$ cat src/rtl/vsb_pkg.sv
`timescale 1ns/1ps
package vsb_pkg;

    localparam int IDX_W    = 4;
    localparam int IDX_SPAN = 2 ** IDX_W;
    localparam int NUM_SREG = 10;

    localparam int IDX_CTRL    = 0;
    localparam int IDX_BASE    = 1;
    localparam int IDX_EXTENT  = 2;
    localparam int IDX_STRIDE  = 3;
    localparam int IDX_ORIGIN  = 4;
    localparam int IDX_CORNER  = 5;
    localparam int IDX_BLEND   = 6;   // size register on window 0
    localparam int IDX_AREA    = 7;
    localparam int IDX_KEYMODE = 8;
    localparam int IDX_KEYVAL  = 9;
    localparam int IDX_GUARD   = 10;

    localparam int GUARD_HOLD_BIT = 0;
    localparam int GUARD_CHAN_BIT = 1;

    typedef enum logic [1:0] {
        ST_SYNCED = 2'd0,
        ST_DIRTY  = 2'd1,
        ST_HELD   = 2'd2
    } slot_st_e;

    function automatic logic [IDX_SPAN-1:0] present_mask(input int win);
        logic [IDX_SPAN-1:0] m;
        m = '0;
        for (int i = IDX_CTRL; i <= IDX_CORNER; i++) m[i] = 1'b1;
        m[IDX_BLEND] = 1'b1;
        if (win == 1 || win == 2) m[IDX_AREA] = 1'b1;
        if (win != 0) begin
            m[IDX_KEYMODE] = 1'b1;
            m[IDX_KEYVAL]  = 1'b1;
        end
        return m;
    endfunction

endpackage

$ cat src/rtl/vsb_wr_decode.sv
`timescale 1ns/1ps
module vsb_wr_decode #(
    parameter int NUM_WIN = 5,
    parameter int WIN_W   = 3
) (
    input  logic               clk,
    input  logic               rst_n,
    input  logic               wr_en,
    input  logic [WIN_W-1:0]   wr_win,
    output logic [NUM_WIN-1:0] hit
);

    for (genvar w = 0; w < NUM_WIN; w++) begin : g_hit
        assign hit[w] = wr_en && (wr_win == WIN_W'(w));
    end


    hit_onehot_chk: assert property (@(posedge clk) disable iff (!rst_n)
        $onehot0(hit));

endmodule

$ cat src/rtl/vsb_win_slot.sv
`timescale 1ns/1ps
module vsb_win_slot
    import vsb_pkg::*;
#(
    parameter int WIN_ID = 0,
    parameter int DATA_W = 32
) (
    input  logic              clk,
    input  logic              rst_n,
    input  logic              hit,
    input  logic [IDX_W-1:0]  wr_idx,
    input  logic [DATA_W-1:0] wr_data,
    input  logic              vsync,
    input  logic [IDX_W-1:0]  rd_idx,
    input  logic [IDX_W-1:0]  act_idx,
    output logic [DATA_W-1:0] rd_val,
    output logic [DATA_W-1:0] act_val,
    output logic              protect,
    output logic              chan_en
);

    localparam logic [IDX_SPAN-1:0] PMASK = present_mask(WIN_ID);

    slot_st_e st_q, st_d;
    logic     chan_q;
    logic     guard_wr, shadow_wr, copy_en, hold_req;

    logic [NUM_SREG-1:0][DATA_W-1:0] shadow_w;
    logic [NUM_SREG-1:0][DATA_W-1:0] active_w;

    assign guard_wr  = hit && (wr_idx == IDX_W'(IDX_GUARD));
    assign shadow_wr = hit && PMASK[wr_idx];
    assign hold_req  = wr_data[GUARD_HOLD_BIT];
    assign copy_en   = vsync && (st_q == ST_DIRTY);

    // next-state choice
    always_comb begin
        st_d = st_q;
        unique case (st_q)
            ST_SYNCED: begin
                if (guard_wr && hold_req) st_d = ST_HELD;
                else if (shadow_wr)       st_d = ST_DIRTY;
            end
            ST_DIRTY: begin
                if (guard_wr && hold_req) st_d = ST_HELD;
                else if (shadow_wr)       st_d = ST_DIRTY;
                else if (vsync)           st_d = ST_SYNCED;
            end
            ST_HELD: begin
                if (guard_wr && !hold_req) st_d = ST_DIRTY;
            end
            default: st_d = ST_SYNCED;
        endcase
    end

    // state register
    always_ff @(posedge clk or negedge rst_n) begin
        if (!rst_n) st_q <= ST_SYNCED;
        else        st_q <= st_d;
    end

    always_ff @(posedge clk or negedge rst_n) begin
        if (!rst_n)        chan_q <= 1'b0;
        else if (guard_wr) chan_q <= wr_data[GUARD_CHAN_BIT];
    end

    // outputs
    always_comb begin
        protect = (st_q == ST_HELD);
        chan_en = chan_q;
    end

    for (genvar i = 0; i < NUM_SREG; i++) begin : g_reg
        if (PMASK[i]) begin : g_live
            logic [DATA_W-1:0] sh_q, ac_q;
            always_ff @(posedge clk or negedge rst_n) begin
                if (!rst_n) begin
                    sh_q <= '0;
                    ac_q <= '0;
                end else begin
                    if (shadow_wr && (wr_idx == IDX_W'(i))) sh_q <= wr_data;
                    if (copy_en)                            ac_q <= sh_q;
                end
            end
            assign shadow_w[i] = sh_q;
            assign active_w[i] = ac_q;
        end else begin : g_absent
            assign shadow_w[i] = '0;
            assign active_w[i] = '0;
        end
    end

    always_comb begin
        rd_val = '0;
        if (rd_idx == IDX_W'(IDX_GUARD)) begin
            rd_val[GUARD_HOLD_BIT] = (st_q == ST_HELD);
            rd_val[GUARD_CHAN_BIT] = chan_q;
        end else begin
            for (int i = 0; i < NUM_SREG; i++)
                if (rd_idx == IDX_W'(i)) rd_val = shadow_w[i];
        end
    end

    always_comb begin
        act_val = '0;
        for (int i = 0; i < NUM_SREG; i++)
            if (act_idx == IDX_W'(i)) act_val = active_w[i];
    end


    held_no_copy_chk: assert property (@(posedge clk) disable iff (!rst_n)
        (st_q == ST_HELD) |=> $stable(active_w));


    act_vsync_only_chk: assert property (@(posedge clk) disable iff (!rst_n)
        !vsync |=> $stable(active_w));


    copy_takes_old_chk: assert property (@(posedge clk) disable iff (!rst_n)
        (vsync && st_q == ST_DIRTY) |=> (active_w == $past(shadow_w)));


    absent_idx_ignored_chk: assert property (@(posedge clk) disable iff (!rst_n)
        (hit && !PMASK[wr_idx] && wr_idx != IDX_W'(IDX_GUARD)) |=> $stable(shadow_w));


    chan_guard_only_chk: assert property (@(posedge clk) disable iff (!rst_n)
        !guard_wr |=> $stable(chan_en));

endmodule

$ cat src/rtl/vsb_rd_mux.sv
`timescale 1ns/1ps
module vsb_rd_mux #(
    parameter int NUM_WIN = 5,
    parameter int WIN_W   = 3,
    parameter int DATA_W  = 32
) (
    input  logic [WIN_W-1:0]               sel,
    input  logic [NUM_WIN-1:0][DATA_W-1:0] slot_rd,
    output logic [DATA_W-1:0]              rd_data
);

    always_comb begin
        rd_data = '0;
        for (int w = 0; w < NUM_WIN; w++)
            if (sel == WIN_W'(w)) rd_data = slot_rd[w];
    end

endmodule

$ cat src/rtl/vsb_shadow_bank.sv
`timescale 1ns/1ps
module vsb_shadow_bank
    import vsb_pkg::*;
#(
    parameter  int NUM_WIN = 5,
    parameter  int DATA_W  = 32,
    localparam int WIN_W   = $clog2(NUM_WIN)
) (
    input  logic                          clk,
    input  logic                          rst_n,
    input  logic                          wr_en,
    input  logic [WIN_W-1:0]              wr_win,
    input  logic [IDX_W-1:0]              wr_idx,
    input  logic [DATA_W-1:0]             wr_data,
    input  logic                          vsync,
    input  logic [WIN_W-1:0]              rd_win,
    input  logic [IDX_W-1:0]              rd_idx,
    output logic [DATA_W-1:0]             rd_data,
    input  logic [IDX_W-1:0]              act_idx,
    output logic [NUM_WIN-1:0][DATA_W-1:0] act_data,
    output logic [NUM_WIN-1:0]            protect,
    output logic [NUM_WIN-1:0]            chan_en
);

    logic [NUM_WIN-1:0]             hit;
    logic [NUM_WIN-1:0][DATA_W-1:0] slot_rd;

    vsb_wr_decode #(.NUM_WIN(NUM_WIN), .WIN_W(WIN_W)) u_dec (
        .clk    (clk),
        .rst_n  (rst_n),
        .wr_en  (wr_en),
        .wr_win (wr_win),
        .hit    (hit)
    );

    for (genvar w = 0; w < NUM_WIN; w++) begin : g_win
        vsb_win_slot #(.WIN_ID(w), .DATA_W(DATA_W)) u_slot (
            .clk     (clk),
            .rst_n   (rst_n),
            .hit     (hit[w]),
            .wr_idx  (wr_idx),
            .wr_data (wr_data),
            .vsync   (vsync),
            .rd_idx  (rd_idx),
            .act_idx (act_idx),
            .rd_val  (slot_rd[w]),
            .act_val (act_data[w]),
            .protect (protect[w]),
            .chan_en (chan_en[w])
        );
    end

    vsb_rd_mux #(.NUM_WIN(NUM_WIN), .WIN_W(WIN_W), .DATA_W(DATA_W)) u_rd (
        .sel     (rd_win),
        .slot_rd (slot_rd),
        .rd_data (rd_data)
    );


    oob_write_ignored_chk: assert property (@(posedge clk) disable iff (!rst_n)
        (wr_en && wr_win >= WIN_W'(NUM_WIN)) |=> ($stable(protect) && $stable(chan_en)));

endmodule

$ cat config.mk
export PLATFORM = sky130hd
export DESIGN_NAME = vsb_shadow_bank
export DESIGN_NICKNAME = d
export VERILOG_FILES = /design/src/rtl/vsb_pkg.sv /design/src/rtl/vsb_wr_decode.sv /design/src/rtl/vsb_win_slot.sv /design/src/rtl/vsb_rd_mux.sv /design/src/rtl/vsb_shadow_bank.sv
export SDC_FILE = /design/constraint.sdc
export NUM_CORES = 2
export LEC_CHECK = 0
export BUFFER_PORTS_ARGS = -buffer_cell sky130_fd_sc_hd__buf_2
export CAP_MARGIN = 20
export CORE_MARGIN = 2
export CORE_UTILIZATION = 57
export DETAILED_ROUTE_END_ITERATION = 8
export PLACE_DENSITY = 0.76
export SLEW_MARGIN = 5
export SYNTH_ARGS = -nofsm -noshare
export SYNTH_HDL_FRONTEND = slang
export SYNTH_SLANG_ARGS = --single-unit
$ cat constraint.sdc
create_clock -name clk -period 2.4 [get_ports clk]
set_input_delay 0.36 -clock clk [delete_from_list [all_inputs] [get_ports clk]]
set_output_delay 0.36 -clock clk [all_outputs]
set_load 0.03 [all_outputs]
After elaboration in Yosys (flattened, before gate mapping):

Memory sizes are Yosys's and may differ from the RTL's.
Cells that the tools add are included.

* magnitude comparators: 1
* reductions and logical operators: 91
* eq/ne operators: 62
* muxes and demuxes: 149

Operator list (count)
* $mux W32: 105
* $mux W30: 5
* $logic_and A1 B1 Y1: 75
* $mux W2: 31
* $eq A4 B3 Y1 const B: 12
* $eq A4 B4 Y1 const B: 8
* $pmux W2 S3: 5
* $eq A4 B2 Y1 const B: 6
* $ne A4 B3 Y1 const B: 5
* $ne A3 B1 Y1 const B: 5
* $reduce_and A3 Y1: 5
* $eq A3 B2 Y1 const B: 4
* $eq A4 B1 Y1 const B: 3
* $logic_not A4 Y1: 3
* $eq A2 B1 Y1 const B: 5
* $eq A2 B2 Y1 const B: 5
* $logic_not A2 Y1: 5
* $ne A2 B2 Y1 const B: 5
* $eq A3 B1 Y1 const B: 2
* $eq A3 B3 Y1 const B: 2
* $logic_not A3 Y1: 2
* $lt A4 B5 Y1 const B: 1
* $mux W1: 3
* $logic_not A1 Y1: 1

* register bits after elaboration: 2895
* bits of input ports: 54
* memories kept: 3
* ROM bits: 48
* logic and storage cells: 406

Memories
* (no name shown): depth 16, bits a word 1, read ports 1, clocked after Yosys merged registers in 0, write ports 0, line vsb_win_slot.sv:32 `assign shadow_wr = hit && PMASK[wr_idx];`
* (no name shown): depth 16, bits a word 1, read ports 1, clocked after Yosys merged registers in 0, write ports 0, line vsb_win_slot.sv:32
* (no name shown): depth 16, bits a word 1, read ports 1, clocked after Yosys merged registers in 0, write ports 0, line vsb_win_slot.sv:32

Logic depth before layout (Yosys ltp):

* word-level depth: 17
* gate-level depth with buffers: 12
* mapped depth without buffers: 7

Modules after synthesis:

From an unflattened synthesis, not the netlist that was laid out.

* cell total of the unflattened synthesis: 10263
* area total of the unflattened synthesis: 135540.0 sq um

Modules (own cells, without submodules)
* vsb_win_slot (g_win[3].u_slot ...): area each 26609.3 sq um, cells each 2077, sequential area each 14488.9 sq um, instances 2
* vsb_win_slot (g_win[1].u_slot): area each 29645.9 sq um, cells each 2141, sequential area each 16090.4 sq um, instances 1
* vsb_win_slot (g_win[2].u_slot): area each 29122.9 sq um, cells each 2066, sequential area each 16090.4 sq um, instances 1
* vsb_win_slot (g_win[0].u_slot): area each 22211.3 sq um, cells each 1708, sequential area each 11285.8 sq um, instances 1
* vsb_rd_mux: area each 1277.5 sq um, cells each 189, sequential area each 0.0 sq um, instances 1
* vsb_wr_decode: area each 63.8 sq um, cells each 5, sequential area each 0.0 sq um, instances 1

Least setup slack after synthesis:

Ideal clock, no wire load.

* path kind: input port to output port
* start point: input port rd_idx[1]
* end point: output port rd_data[17]
* arrival time: 2.655 ns
* path slack: -0.615 ns
* cell stages on the path: 9
* data required time: 2.040 ns
* cell sequence: buf_6 buf_6 nor3b_4 a22oi_1 o22ai_1 nor3_1 o41ai_2 a311oi_1 nor4_1

* word-level cells in the longest chain between the ends: 17

RTL lines
* start, declared: line vsb_shadow_bank.sv:17 `input logic [IDX_W-1:0] rd_idx,`
* $logic_not A4 Y1: line vsb_win_slot.sv:100 `if (rd_idx == IDX_W'(i)) rd_val = shadow_w[i];`
* $mux W32 (10 in series): line vsb_win_slot.sv:100
* $mux W30: line vsb_win_slot.sv:95 `if (rd_idx == IDX_W'(IDX_GUARD)) begin`
* $mux W32 (4 in series): line vsb_rd_mux.sv:15 `if (sel == WIN_W'(w)) rd_data = slot_rd[w];`
* $mux W32 *: line vsb_rd_mux.sv:15
* end, declared: line vsb_shadow_bank.sv:18 `output logic [DATA_W-1:0] rd_data,`

Every way passes the cells marked *; elsewhere a longest branch is shown, timed or not.

Worst setup path after layout:

* start point: register g_win[1].u_slot.g_reg[0].g_live.sh_q[17]
* end point: output port rd_data[17]

* word-level cells in the longest chain between the ends: 15

RTL lines
* start, declared: line vsb_win_slot.sv:75 `logic [DATA_W-1:0] sh_q, ac_q;`
* start signal, assigned: line vsb_win_slot.sv:81 `if (shadow_wr && (wr_idx == IDX_W'(i))) sh_q <= wr_data;`
* $mux W32 (10 in series): line vsb_win_slot.sv:100
* $mux W30: line vsb_win_slot.sv:95
* $mux W32 (4 in series): line vsb_rd_mux.sv:15

No other way between the ends.

==> results.cfg <==
[status]
run_status = finished with violations
violations = hold timing, setup timing

[timing]
slew_viol_final = 0
relSlewSlack = 0.256
finalCritPeriodShare = 1.61
clock.fmax_mhz = 258
tightestPinTransition_ns = 1.11
rsz0062_at_grt = true
setup_ws_ns = -1.47
finalCriticalPeriod_ns = 3.87
finalSetupViolCount = 193
hold_slack_ns = -0.0173
hold_violations = 4
finalClockSkew_ns = 0.101

[clock_network]
numClockSinks = 2895
cts-root-buf = clkbuf_16
clk_latency_ns = 0.99
clk_pin_slew_ns = 0.06
cts_buffer_depth = 4
htreeDepth = 5
cts_made_buffers = 315
cts_tree = done

[layout]
layout-drive-gt1-share = 0.553
fin_area_um2 = 169000
syn2layout_area_growth_pct = 30.1
final_util = 0.744
fin_nets = 11500

[critical_path]
critPathArrivalTime_ns = 3.51
ff2ff_path_depth = 5
cpMostUsedCell = buf_6
critPathBufInv = 3
cp.depth = 10
critical_path.max_fanout = 4
r2r_end = g_win[1].u_slot.g_reg[5].g_live.ac_q[22]$_DFFE_PN0P_
crit_path_top_delay_cell = a311oi_4
cp-start-kind = flip-flop
cp_cell_sequence = o21ai_2 > nor2_1 > o21ai_1 > o211ai_1 > buf_4 > o21a_4 > a311oi_4 > buf_6 > nor4_4 > buf_6
critical_path_required_ns = 2.04
critPathLaunch = g_win[1].u_slot.g_reg[0].g_live.sh_q[17]$_DFFE_PN0P_
worstSetupPathType = reg -> out
r2r_setup_slack_ns = 0.40
cpPeakStageDelay_ns = 0.48
reg2reg_from = g_win[1].u_slot.st_q[0]$_DFFE_PN0P_
cp-end-kind = output port
critPathTopFamily = compound AO/OA/AOI/OAI gates

[placed_design]
dp_hpwl_um = 392000
place_area_um2 = 150000
pre_cts_ws_ns = -1.84
io_buffers = 255
place.gp.congestion = 1.10

[yosys]
netlist_area_um2 = 130000
synth_nets = 9920
synth_edf_count = 0
yosysSeqAreaShare = 0.558
synth_cell_types = 87
synth_cells = 9866
async_flop_share = 1.00
yosysWarnings = 0
ys.flop_type = dfrtp_1
avgSynthCellArea_um2 = 13.2
yosysMostFrequentCell = mux2_2
ys_ff_latch = 2895
synth_largest_area_cell = dfrtp_1
synthTopCellsByCount = mux2_2 (2912), dfrtp_1 (2895), clkbuf_1 (529), a21oi_1 (429), nor2_1 (352)
synthTopCellsByArea = dfrtp_1 (56%), mux2_2 (25%), a22oi_1 (1.7%)
yosysTopAreaCellShare = 0.558

[routing]
vias = 105000
via_per_inst = 7.09
first_pass_iters = 9
ant_nets = 0
drt_iter0_markers = 14700
drcViolationCount = 0
wl_per_cell_um = 39.4
routed_wl_um = 581000

[die]
die_width_um = 481
fp.dieH_um = 481
dieArea_um2 = 232000
core_area_um2 = 227000
initial_core_util = 0.572
io_pins = 256
rows = 175

[worst_hold_path]
min_to = g_win[3].u_slot.g_reg[1].g_live.sh_q[7]$_DFFE_PN0P_
min_path_type = in -> reg
min-delay-start = wr_data[7]
hold_path_depth = 3

[global_routing]
grtUsageMet2 = 0.681
globalRoute.busiestLayer = met2
use_met3 = 0.192
antenna_found_initial = 54
grt_pass1_wl_um = 802000
first_global_vias = 104000
grt_max_degree = 105
gr-total-overflow = 0
grt_use_total = 0.494
grt_use_met1 = 0.628

[power_and_ir_drop]
peakVddDrop_mv = 0.643
p_leak_nw = 82.6
pwr_density_cell_nw_per_um2 = 745

[flow_run]
max-cap-violations = 0
-- area by class of cell --
cell class | instances | area, um2
well taps | 3009 | 3760
inverters | 49 | 188
flip-flops and latches | 2895 | 72500
fillers | 13700 | 58100
clock buffers | 462 | 9330
diodes | 31 | 77.6
multi-input cells | 6007 | 59000
clock inverters | 77 | 965
repair buffers | 2226 | 23200
-- routing by layer --
metal	wire [um]	part of all wire
met2	239000	0.41
met1	205000	0.35
met4	53600	0.092
met5	145	0.00025
met3	83600	0.14
-- layout by cell type, fill, tap and decap left out, types with 44 or more instances in the layout --
cell type,instances
o221ai_1,64
clkbuf_16,325
buf_4,1445
nand3_2,45
a222oi_1,68
mux2_2,2895
mux2i_1,157
a21oi_1,371
a22oi_2,95
a22oi_1,193
nand2_1,181
a221oi_2,121
clkbuf_1,64
buf_12,380
a31oi_2,49
o22ai_1,82
buf_2,54
a22o_1,153
nor2_1,305
clkbuf_8,77
a21oi_2,44
buf_6,271
o21ai_0,245
mux4_2,50
nand3_1,47
dfrtp_1,2889
nand2_2,54
-- how the worst max path moves through the flow --
stage / slack [ns] / endpoint
after global placement: -1.86 / rd_data[9]
after detailed placement: -1.84 / rd_data[9]
final: -1.47 / rd_data[17]
after CTS: -1.54 / rd_data[30]
after global routing: -1.41 / rd_data[17]
after floorplan: -0.14 / rd_data[17]
-- power breakdown --
group / leakage [nW] / internal [mW] / switching [mW]
sequential: 39.8 / 53.5 / 3.71
combinational: 37.7 / 8.87 / 10.4
clock: 5.08 / 29.0 / 20.3
total: 82.6 / 91.4 / 34.4
-- state kept, by name (all words and copies together) (netlist names) --
name,count
g_win.u_slot.g.g_live.ac_q,1440
g_win.u_slot.g.g_live.sh_q,1440
g_win.u_slot.st_q,10
g_win.u_slot.chan_en,5
-- per-stage QoR --
| step | std cells | setup TNS [ns] | power, mW |
|---|---|---|---|
| floorplan | 9866 | -0.928 | 65.5 |
| global placement | 14000 | -153.74 | 73.7 |
| detailed placement | 14000 | -163.13 | 74.5 |
| CTS | 14600 | -81.36 | 124 |
| global route | 14700 | -99.49 | 129 |
| finish | 14800 | -97.70 | 126 |
-- what timing repair did --
action / in CTS / in global routing
endpoints found under the setup margin: 196 / 194
pin swaps: 371 / 288
hold endpoints to repair: 1372 / 0
gates cloned: 9 / 3
gates resized for setup: 1144 / 316
hold buffers: 14 / 0
setup buffers: 166 / 103
-- logic make-up after synthesis --
group           Yosys count  synth area share
flops                  2895             0.558
buf+inv                 964            0.0315
compound gates         1964             0.104
simple gates            897            0.0315
mux                    3146             0.275
-- tightest hold or removal path: cells and delay by family --
| family | cells | cell delay, ns |
|---|---|---|
| buffers and inverters | 2 | 0.33 |
| muxes | 1 | 0.21 |
Note: power is estimated with default switching activity, not from simulation.
